--- config.mk ---
export PLATFORM = sky130hd
export DESIGN_NAME = hb_gate_ctrl
export DESIGN_NICKNAME = d
export VERILOG_FILES = /design/src/rtl/hb_gate_pkg.sv /design/src/rtl/hb_pulse_filter.sv /design/src/rtl/hb_deadtime_gate.sv /design/src/rtl/hb_phase.sv /design/src/rtl/hb_gate_ctrl.sv
export SDC_FILE = /design/constraint.sdc
export NUM_CORES = 1
export LEC_CHECK = 0
export ABC_CLOCK_PERIOD_IN_PS = 1900
export BUFFER_PORTS_ARGS = -buffer_cell sky130_fd_sc_hd__buf_2
export CAP_MARGIN = 20
export CORE_MARGIN = 2
export CORE_UTILIZATION = 50
export CTS_CLUSTER_DIAMETER = 60
export DETAILED_ROUTE_END_ITERATION = 8
export MAX_ROUTING_LAYER = met4
export PLACE_DENSITY = 0.68
export SLEW_MARGIN = 30
export SYNTH_ARGS = -nofsm -noshare
export SYNTH_HDL_FRONTEND = slang
export SYNTH_HIERARCHICAL = 1
export SYNTH_SLANG_ARGS = --single-unit
--- constraint.sdc ---
create_clock -name clk -period 1.9 [get_ports clk]
set_clock_uncertainty 0.2 [all_clocks]
set_input_delay 0.38 -clock clk [delete_from_list [all_inputs] [get_ports clk]]
set_output_delay 0.38 -clock clk [all_outputs]
set_load 0.01 [all_outputs]
--- src/rtl/hb_gate_pkg.sv ---
package hb_gate_pkg;

  typedef struct packed {
    logic hi;
    logic lo;
  } gate_pair_t;

endpackage

--- src/rtl/hb_pulse_filter.sv ---
module hb_pulse_filter #(
  parameter int MIN_CYC = 18
) (
  input  logic clk,
  input  logic rst,
  input  logic raw,
  output logic filt
);
  localparam int CW = $clog2(MIN_CYC + 1);
  localparam logic [CW-1:0] LAST = CW'(MIN_CYC - 1);

  logic [CW-1:0] run_cnt;

  always_ff @(posedge clk) begin
    if (rst) begin
      filt    <= 1'b0;
      run_cnt <= '0;
    end else if (raw == filt) begin
      run_cnt <= '0;
    end else if (run_cnt == LAST) begin
      filt    <= raw;
      run_cnt <= '0;
    end else begin
      run_cnt <= run_cnt + 1'b1;
    end
  end


  follow_raw_chk: assert property (@(posedge clk) disable iff (rst)
    !$stable(filt) |-> filt == $past(raw));


  hold_when_equal_chk: assert property (@(posedge clk) disable iff (rst)
    (raw == filt) |=> $stable(filt));

endmodule

--- src/rtl/hb_deadtime_gate.sv ---
module hb_deadtime_gate
  import hb_gate_pkg::*;
#(
  parameter int DT_W = 10
) (
  input  logic            clk,
  input  logic            rst,
  input  logic            want_hi,
  input  logic            want_lo,
  input  logic            hs_off,
  input  logic            all_off,
  input  logic [DT_W-1:0] dt_load,
  output gate_pair_t      gate
);
  localparam logic [DT_W-1:0] ONE = DT_W'(1);

  logic [DT_W-1:0] wait_cnt;
  logic            gap_done;
  gate_pair_t      gate_n;

  assign gap_done = (wait_cnt <= ONE);

  always_comb begin
    gate_n.hi = want_hi & ~hs_off & ~all_off & (gate.hi | (gap_done & ~gate.lo));
    gate_n.lo = want_lo & ~all_off & (gate.lo | (gap_done & ~gate.hi));
  end

  always_ff @(posedge clk) begin
    if (rst) begin
      gate     <= '0;
      wait_cnt <= dt_load;
    end else begin
      gate <= gate_n;
      if (gate.hi | gate.lo) begin
        wait_cnt <= dt_load;
      end else if (wait_cnt != '0) begin
        wait_cnt <= wait_cnt - 1'b1;
      end
    end
  end


  no_overlap_chk: assert property (@(posedge clk) disable iff (rst)
    !(gate.hi && gate.lo));


  on_from_idle_chk: assert property (@(posedge clk) disable iff (rst)
    ($rose(gate.hi) || $rose(gate.lo)) |-> $past(!gate.hi && !gate.lo));


  hs_force_chk: assert property (@(posedge clk) disable iff (rst)
    hs_off |=> !gate.hi);


  all_force_chk: assert property (@(posedge clk) disable iff (rst)
    all_off |=> (!gate.hi && !gate.lo));

endmodule

--- src/rtl/hb_phase.sv ---
module hb_phase
  import hb_gate_pkg::*;
#(
  parameter int MIN_PULSE = 18,
  parameter int DT_W      = 10
) (
  input  logic            clk,
  input  logic            rst,
  input  logic            cmd_hi,
  input  logic            cmd_lo,
  input  logic            lo_invert,
  input  logic [DT_W-1:0] dt_load,
  input  logic            hs_off,
  input  logic            all_off,
  output gate_pair_t      gate
);
  logic lo_true;
  logic f_hi;
  logic f_lo;
  logic want_hi;
  logic want_lo;

  assign lo_true = cmd_lo ^ lo_invert;

  hb_pulse_filter #(.MIN_CYC(MIN_PULSE)) u_filt_hi (
    .clk(clk), .rst(rst), .raw(cmd_hi), .filt(f_hi)
  );

  hb_pulse_filter #(.MIN_CYC(MIN_PULSE)) u_filt_lo (
    .clk(clk), .rst(rst), .raw(lo_true), .filt(f_lo)
  );

  assign want_hi = f_hi & ~f_lo;
  assign want_lo = f_lo & ~f_hi;

  hb_deadtime_gate #(.DT_W(DT_W)) u_dt (
    .clk(clk), .rst(rst),
    .want_hi(want_hi), .want_lo(want_lo),
    .hs_off(hs_off), .all_off(all_off),
    .dt_load(dt_load), .gate(gate)
  );


  both_cmd_off_chk: assert property (@(posedge clk) disable iff (rst)
    (f_hi && f_lo) |=> (!gate.hi && !gate.lo));

endmodule

--- src/rtl/hb_gate_ctrl.sv ---
module hb_gate_ctrl
  import hb_gate_pkg::*;
#(
  parameter int PHASES     = 3,
  parameter int DT_W       = 10,
  parameter int DT_DEFAULT = 50,
  parameter int MIN_PULSE  = 18
) (
  input  logic              clk,
  input  logic              rst,
  input  logic [PHASES-1:0] cmd_hi,
  input  logic [PHASES-1:0] cmd_lo,
  input  logic              lo_invert,
  input  logic [DT_W-1:0]   dt_cycles,
  input  logic [PHASES-1:0] hs_disable,
  input  logic              all_disable,
  output logic [PHASES-1:0] gate_hi,
  output logic [PHASES-1:0] gate_lo
);
  localparam logic [DT_W-1:0] DT_DEF_V = DT_W'(DT_DEFAULT);

  logic [DT_W-1:0] dt_eff;

  assign dt_eff = (dt_cycles == '0) ? DT_DEF_V : dt_cycles;

  for (genvar p = 0; p < PHASES; p++) begin : g_phase
    gate_pair_t pair;

    hb_phase #(.MIN_PULSE(MIN_PULSE), .DT_W(DT_W)) u_phase (
      .clk(clk), .rst(rst),
      .cmd_hi(cmd_hi[p]), .cmd_lo(cmd_lo[p]),
      .lo_invert(lo_invert), .dt_load(dt_eff),
      .hs_off(hs_disable[p]), .all_off(all_disable),
      .gate(pair)
    );

    assign gate_hi[p] = pair.hi;
    assign gate_lo[p] = pair.lo;
  end


  reset_quiet_chk: assert property (@(posedge clk)
    $past(rst) |-> (gate_hi == '0 && gate_lo == '0));

endmodule

==> impl_metrics.yaml <==
synthesis:
  synth_edf_count: 30
  synthArstFlopShare_pct: 0
  synth_top_area_share_pct: 23.0
  syn-cell-area_mm2: 0.00391
  synth_cell_types: 34
  ys_ff_latch: 72
  avgSynthCellArea_um2: 10.0
  ys_top_cells_by_area: "edfxtp_1 (23%), dfxtp_1 (22%), ha_1 (6.7%), nor2_2 (4.8%), xnor2_1 (4.0%)"
  yosysMostFrequentCell: "dfxtp_1"
  synth_ff_type: "dfxtp_1"
  syn_inst: 391
  synth_top_cell_by_area: "edfxtp_1"
  syn_nets: 435
  synthTopCellsByCount: "dfxtp_1 (42), edfxtp_1 (30), nor2_1 (30), nor2_2 (30)"
  yosys_warnings: 6
  synth_seq_area_share_pct: 44.5
pwr:
  p_int_w: 0.00273
  p_comb_share_pct: 16.9
  power.share.clock_pct: 34.3
  powerDensity_mw_per_mm2: 765
  leakage_nw: 1.81
  swShare_pct: 26.4
  p_switching_w: 0.000982
  pwr-share-seq_pct: 48.8
  ir_drop_uv: 368
sta:
  fin_crit_ns: 2.00
  period_share_pct: 106
  report.final.slew_viol_count: 0
  rsz0062_at_grt: "true"
  fmax_mhz: 499
  fin_ws_ns: -0.105
  maxSlewHeadroom_pct: 75.3
  setup_viol: 8
  hold_viol_final: 0
  worstMarginPinSlew_ns: 0.365
  hold_ws_ns: 0.0920
floorplanning:
  ioPinCount: 29
  die_area_mm2: 0.00854
  coreArea_mm2: 0.00765
  die_h_um: 92.4
  start_util_pct: 51.1
  die_w_um: 92.4
  rows: 32
worst_setup_path:
  r2r_cells: 5
  regToRegStartpoint: "g_phase[1].u_phase/u_dt/wait_cnt[1]"
  crit_start: "g_phase[1].u_phase/u_dt/wait_cnt[1]"
  rr_endpoint: "g_phase[1].u_phase/u_dt/wait_cnt[8]"
  r2r_slack_ns: -0.10
  critPathKind: "flip-flop to flip-flop"
  cp_max_fo: 3
  cp-start-kind: "flip-flop"
  critPathRequiredTime_ns: 1.89
  crit_end: "g_phase[1].u_phase/u_dt/wait_cnt[8]"
  arrival_ns: 1.99
  end_kind: "flip-flop"
grt:
  grt_pass1_vias: 2998
  grt_antenna_before_repair: 0
  grt_max_degree: 13
  grt.total_usage_pct: 20.7
  overflow: 0
  grt_first_pass_wirelength_um: 13600
cts:
  ctsHtreeMaxLevel: 3
  cts_tree: "done"
  cts_sinks: 72
  clk_latency_ns: 0.36
  cts_buffer_depth: 2
  cts_root_buffer: "clkbuf_8"
  numCtsBuffers: 9
  clk_pin_slew_ns: 0.07
layout:
  fin_cells: 575
  design_area_mm2: 0.00485
  fillers: 634
  area_growth_pct: 24.1
  n_antenna_cell: 0
  drive_gt1_share_pct: 35.9
  fin_nets: 512
route:
  route.detailed.drc: 0
  dr.pass1.iters: 5
  drtAntennaViolNets: 0
  drtIter0Drc: 104
  wirelength_um: 8240
  vias: 3051
  wire_per_inst_um: 14.3
  viasPerCell: 5.31
place:
  dp.cells: 551
  placed_area_mm2: 0.00448
  io_buffer_count: 28
  place.gp.congestion: 0.814
  hpwl_um: 5980
status:
  status: "finished, violations left"
  violations: "negative setup slack"
flow_run:
  drv_cap: 0
min_path:
  hold_path_class: "input port to flip-flop"
==> critical path, cell delays in order (launching register included) <==
cell and delay, ns:
edfxtp_1 0.42, inv_1 0.14, ha_4 0.14, or3b_4 0.38, or4_1 0.40, a31oi_1 0.17
==> cells by family (layout without fill, tap and decap cells) <==
kind of cell    Yosys count  count (layout)  share of synthesized area [%]
xor+xnor                 33              33                           7.39
compound gates           63              63                           10.5
buf+inv                  31             113                           3.23
simple gates            165             165                           26.1
fa+ha+maj                21              21                           6.72
mux                       6               6                           1.54
flops                    72              72                           44.5
==> what timing repair did <==
item                                    4_1_cts  5_1_grt
gates resized for setup                      13       13
pin swaps                                     8        5
hold buffers                                  0        0
buffers inserted                              4        4
endpoints found under the setup margin       22       28
==> sequential cells by signal, summed over array words and instances, names as in the netlist <==
register,cells
g_phase.u_phase/u_filt_hi/run_cnt,15
g_phase.u_phase/u_filt_lo/run_cnt,15
g_phase.u_phase/u_dt/wait_cnt,30
g_phase.u_phase/u_dt/gate,6
g_phase.u_phase/u_filt_hi/filt,3
g_phase.u_phase/u_filt_lo/filt,3
==> layout make-up <==
class                   instances  area (µm²)  share of cell area (%)
multi-input cells             288        2160                    44.6
flip-flops and latches         72        1740                    35.9
repair buffers                 82         557                    11.5
clock buffers                  12         156                    3.22
well taps                     102         128                    2.63
inverters                      15        56.3                    1.16
clock inverters                 4        50.0                    1.03
==> through the flow <==
stage | utilization [%] | total power (W) | setup slack [ns] | setup TNS [ns]
finish | 63.5 | 0.00371 | -0.105 | -0.511
global route | 63.5 | 0.00388 | -0.140 | -1.06
CTS | 62.4 | 0.00370 | -0.0878 | -0.542
detailed placement | 58.6 | 0.00239 | -0.135 | -1.42
global placement | 58.6 | 0.00237 | -0.0627 | -0.610
floorplan | - | 0.00214 | -0.0824 | -0.470
==> placed cells by master (no fill, tap or decap), drive strengths merged, types with 18 or more instances in the layout <==
cell,count
nand2,21
xnor2,18
buf,82
o31ai,18
nor2,60
edfxtp,30
o21ai,18
ha,21
dfxtp,42
nand3,18
or3,18
a31oi,18
==> power by group through the flow <==
stage               combinational, W  clock, W  sequential [W]
detailed placement          0.000556         0         0.00184
floorplan                   0.000309         0         0.00183
finish                      0.000626   0.00127         0.00181
global placement            0.000541         0         0.00183
global route                0.000691   0.00136         0.00183
CTS                         0.000589   0.00130         0.00181
==> worst min path at each step <==
stage	cells past startpoint	slack, ns	startpoint	endpoint
floorplan	1	0.24	g_phase[0].u_phase/u_filt_hi/run_cnt[0]	g_phase[0].u_phase/u_filt_hi/run_cnt[0]
global placement	1	0.26	g_phase[0].u_phase/u_filt_lo/run_cnt[0]	g_phase[0].u_phase/u_filt_lo/run_cnt[0]
detailed placement	1	0.27	g_phase[2].u_phase/u_filt_hi/run_cnt[0]	g_phase[2].u_phase/u_filt_hi/run_cnt[0]
CTS	3	0.08	cmd_hi[1]	g_phase[1].u_phase/u_filt_hi/filt
global route	3	0.11	cmd_hi[1]	g_phase[1].u_phase/u_filt_hi/filt
finish	3	0.09	cmd_hi[1]	g_phase[1].u_phase/u_filt_hi/filt
==> routing by layer <==
metal  GRT usage [%]  routed length, µm
met1            25.6               3840
met2            33.4               3980
met3            3.50                351
met4            9.58                 76
met5               -                  0
Power figures use the tool's default switching activity.
